===== src/rtl/bscan_pkg.sv =====
package bscan_pkg;

    typedef enum logic [1:0] {
        CELL_HOLD    = 2'd0,
        CELL_CAPTURE = 2'd1,
        CELL_SHIFT   = 2'd2
    } cell_op_e;

endpackage


===== src/rtl/bscan_ctrl.sv =====
module bscan_ctrl
    import bscan_pkg::*;
(
    input  logic     capture_dr,
    input  logic     shift_dr,
    input  logic     test_mode,
    input  logic     tlr,
    output cell_op_e op,
    output logic     test_sel
);

    always_comb begin
        unique case ({capture_dr, shift_dr})
            2'b10, 2'b11: op = CELL_CAPTURE;
            2'b01:        op = CELL_SHIFT;
            default:      op = CELL_HOLD;
        endcase
    end

    // reset state of the port controller overrides the test select
    assign test_sel = test_mode & ~tlr;

endmodule


===== src/rtl/bscan_cell.sv =====
module bscan_cell
    import bscan_pkg::*;
(
    input  logic     tck,
    input  logic     rst_n,
    input  cell_op_e op,
    input  logic     upd_en,
    input  logic     test_sel,
    input  logic     par_in,
    input  logic     ser_in,
    output logic     par_out,
    output logic     ser_out
);

    logic cap_q;
    logic shd_q;

    always_ff @(posedge tck or negedge rst_n) begin
        if (!rst_n) begin
            cap_q <= 1'b0;
        end else begin
            unique case (op)
                CELL_CAPTURE: cap_q <= par_in;
                CELL_SHIFT:   cap_q <= ser_in;
                default:      cap_q <= cap_q;
            endcase
        end
    end

    always_ff @(negedge tck or negedge rst_n) begin
        if (!rst_n)
            shd_q <= 1'b0;
        else if (upd_en)
            shd_q <= cap_q;
    end

    assign par_out = test_sel ? shd_q : par_in;
    assign ser_out = cap_q;

endmodule


===== src/rtl/bscan_chain.sv =====
module bscan_chain
    import bscan_pkg::*;
#(
    parameter int N_CELLS = 8
) (
    input  logic               tck,
    input  logic               rst_n,
    input  logic               tlr,
    input  logic               capture_dr,
    input  logic               shift_dr,
    input  logic               update_dr,
    input  logic               test_mode,
    input  logic               scan_in,
    input  logic [N_CELLS-1:0] pin_in,
    output logic [N_CELLS-1:0] pin_out,
    output logic               scan_out
);

    localparam int SER_W = N_CELLS + 1;

    cell_op_e         op;
    logic             test_sel;
    logic [SER_W-1:0] ser;

    bscan_ctrl u_ctrl (
        .capture_dr (capture_dr),
        .shift_dr   (shift_dr),
        .test_mode  (test_mode),
        .tlr        (tlr),
        .op         (op),
        .test_sel   (test_sel)
    );

    assign ser[N_CELLS] = scan_in;

    for (genvar i = 0; i < N_CELLS; i++) begin : g_cell
        bscan_cell u_cell (
            .tck      (tck),
            .rst_n    (rst_n),
            .op       (op),
            .upd_en   (update_dr),
            .test_sel (test_sel),
            .par_in   (pin_in[i]),
            .ser_in   (ser[i+1]),
            .par_out  (pin_out[i]),
            .ser_out  (ser[i])
        );
    end

    assign scan_out = ser[0];

endmodule


===== config.mk =====
export PLATFORM = sky130hd
export DESIGN_NAME = bscan_chain
export DESIGN_NICKNAME = d
export VERILOG_FILES = /design/src/rtl/bscan_pkg.sv /design/src/rtl/bscan_ctrl.sv /design/src/rtl/bscan_cell.sv /design/src/rtl/bscan_chain.sv
export SDC_FILE = /design/constraint.sdc
export NUM_CORES = 1
export LEC_CHECK = 0
export ABC_AREA = 1
export BUFFER_PORTS_ARGS = -buffer_cell sky130_fd_sc_hd__buf_2
export CAP_MARGIN = 10
export CORE_MARGIN = 2
export CORE_UTILIZATION = 42
export DETAILED_ROUTE_END_ITERATION = 16
export HOLD_SLACK_MARGIN = 0.05
export PLACE_DENSITY = 0.67
export SYNTH_ARGS = -nofsm -noshare
export SYNTH_HDL_FRONTEND = slang
export SYNTH_SLANG_ARGS = --single-unit

===== constraint.sdc =====
create_clock -name tck -period 1 [get_ports tck]
set_clock_uncertainty 0.05 [all_clocks]
set_input_delay 0.2 -clock tck [delete_from_list [all_inputs] [get_ports tck]]
set_output_delay 0.2 -clock tck [all_outputs]
set_load 0.02 [all_outputs]

; Yosys cells after proc, flatten, opt, wreduce, memory -nomap -nowiden
; Index checks and enable logic that the tools add are counted.
; W data, S select, Z words.
[totals]
word_cells = 42
ff_bits = 16
in_bits = 16
[classes]
n_reduce_logical = 2
n_mux = 17
bitwise = 2
n_eq_ne = 5
[ops]
columns = operator, count
row1 = $pmux W1 S2, 8
row2 = $mux W1, 8
row3 = $eq A2 B2 Y1 const B, 3
row4 = $eq A2 B1 Y1 const B, 2
row5 = $pmux W2 S2, 1
row6 = $reduce_bool A2 Y1, 1
row7 = $reduce_or A2 Y1, 1
row8 = $and A1 B1 Y1, 1
row9 = $not A1 Y1, 1

; Logic depth before layout (Yosys ltp)
[logic_depth]
depth_word = 5
depth_mapped = 5

; Cells and area by module
; From an unflattened synthesis, not the netlist that was laid out.
[unflattened]
hier_cells = 149
hier_area_um2 = 999.7
[by_module_without_submodules]
columns = module, cells_per_inst, area_each_um2, n_inst
row1 = bscan_cell, 18, 122.6, 8
row2 = bscan_ctrl, 5, 18.8, 1

==> run summary <==
Detail Route Antenna Nets = 0
initial antenna violation count = 0
CP dominant cell by count = nand2_1
drt total wl = 2.05 mm
wire per inst = 11.6 microns
top cells by count, synth = nand2_1, nand3_1, buf_4, inv_1
Post-layout nets = 167
Synth cell types = 13
Crit. End Element = primary output
Synth Flop Type = dfrtp_1
fin worst setup slack = -725 ps
cell taking the most area after synthesis = dfrtn_1
Post-Layout Cell Count = 177
mapped cell area = 870 sq um
worst setup path class = register to primary output
Max-Cap Viols = 0
Core Box Area = 1960 sq um
final core occ = 0.619
via count = 834
status = finished, violations left
CTS tree = built
Initial Utilization = 0.443
I/O Pins = 25
Max Root-Sink Buffers = 2
WP data arrival = 1470 ps
top post-synthesis cells by area = dfrtn_1, dfrtp_1, nand2_1
share of cells above drive strength 1 = 0.393
Syn Inst Count = 113
Power Density = 1320 nW/um^2
CP max stage delay = 420 ps
Data required, critical path = 750 ps
row count = 16
worst-margin pin slew = 312 ps
DRC = 0
number of synthesized flops with an enable pin = 0
Die W = 49.5 microns
GRT Total Usage = 0.181
syn_area_per_cell = 7.70 sq um
Final Setup Violations = 20
HPWL after DPL = 1.38 mm
synth warn = 0
Final Hold Vio Count = 0
crit-path max FO = 2
Root Buffer = clkbuf_4
CP max-delay cell = dfrtn_1
first drt pass iteration count = 4
PortBufs = 24
Placed Instances = 165
delay-heaviest family, CP = flip-flops
area of the die = 2450 sq um
synthesis-to-layout area growth = 39.7%
worst skew pair latency = 290 ps
LEAKAGE = 0.663 nW
peak supply drop = 818 uV
Sink Count = 16
GP Congestion = 0.772
CTS H-tree depth = 1
post-synthesis register bit count = 16
Startpoint Class = register
worst slack, placed = -411 ps
Bufs and invs on worst path = 1
Final Max Slew Viols = 0
RSZ-0062 raised after global routing = yes
DRT iter0 DRCs = 21
cells along the critical path = nand2_1 > nand2_1 > buf_6
Overflow after GRT = 0
Ant. Diodes = 0
violated checks = setup timing
drt via density = 4.71
syn nets = 129
ys async rst share = 1.00
post-synth top area share = 0.230
Slew Limit Headroom = 0.791
count leader, synth = nand2_1
register area share after synthesis = 0.460
Min-Delay Path Class = primary input to async pin
Inserted Clock Buffers = 3
Reg clk slew, reported paths = 70 ps
largest net degree at the start of global routing = 17
vias in the first global route = 785
DIE HEIGHT = 49.5 microns
first-pass GRT wire length = 3.37 mm
[placed cells by master, fill, tap and decap left out, types with 3 or more instances in the layout]
cell       n
nand2_1   46
buf_2     15
buf_4     15
buf_6     13
nand3_1   11
inv_1      9
o21ai_1    8
dfrtn_1    8
dfrtp_1    7
nand3_2    5
nand2_2    3
clkbuf_4   3
[worst reg2reg max path: cells and delay by family (launching register included)]
kind             cells  cell delay (ps)
flip-flops           1              420
AND/OR/NAND/NOR      1               50
AO/OA/AOI/OAI        1               60
[logic make-up (layout without fill, tap and decap cells)]
family	Yosys count	count (layout)	share of synthesized area
compound gates	8	8	0.0460
simple gates	67	67	0.342
flops	16	16	0.460
buf+inv	22	59	0.151
[sequential cells by signal, indices dropped and copies added (netlist names)]
name                   count
g_cell.u_cell.ser_out      8
g_cell.u_cell.shd_q        8
[layout make-up]
| cell class | count | area, sq um |
|---|---|---|
| clock buffer | 4 | 26.3 |
| fill | 188 | 747 |
| inverter | 11 | 41.3 |
| multi-input combinational | 75 | 368 |
| sequential | 16 | 402 |
| tap | 27 | 33.8 |
| timing repair buffer | 44 | 344 |
[report_power, final]
group          internal, W  switching (W)
Sequential        0.000723      0.0000380
Clock             0.000155       0.000212
Combinational     0.000242       0.000236
Total              0.00112       0.000486
[stage by stage]
| step | hold WS (ps) | instance area, sq um | setup TNS, ps | power, W |
|---|---|---|---|---|
| 2_1_floorplan | -146 | 901 | -4320 | 0.00102 |
| 3_3_place_gp | 62.4 | 1020 | -5430 | 0.00112 |
| 3_5_place_dp | 62.4 | 1020 | -5600 | 0.00113 |
| 4_1_cts | 83.0 | 1140 | -7600 | 0.00156 |
| 5_1_grt | 90.5 | 1210 | -8480 | 0.00169 |
| 6_report | 82.1 | 1210 | -7640 | 0.00161 |
[per-layer routing]
layer | track usage | vias to the layer above | share of wire
met5 | 0 | - | 0
met2 | 0.284 | 22 | 0.48
met4 | 0.0833 | 0 | 0.013
met3 | 0.0394 | 4 | 0.044
li1 | - | 421 | -
met1 | 0.239 | 387 | 0.47
[what timing repair did]
action	4_1_cts	5_1_grt
hold buffers	1	0
pin swaps	0	2
endpoints found under the setup margin	17	18
endpoints found under the hold margin	8	0
resized for setup	19	10
buffers inserted	3	5
[path summary, 6_finish.rpt]
check	start	cells after the start	slack, ps	end
setup / recovery	g_cell[6].u_cell.shd_q	3	-720	pin_out[6]
min in group tck	pin_in[0]	3	100	g_cell[0].u_cell.ser_out
hold reg to reg	g_cell[2].u_cell.shd_q	2	420	g_cell[2].u_cell.shd_q
max in group asynchronous	rst_n	3	100	g_cell[5].u_cell.ser_out
hold / removal	rst_n	1	80	g_cell[1].u_cell.shd_q
setup reg to reg	g_cell[0].u_cell.ser_out	2	-250	g_cell[0].u_cell.shd_q
No activity file was read; power rests on OpenSTA's default activity.
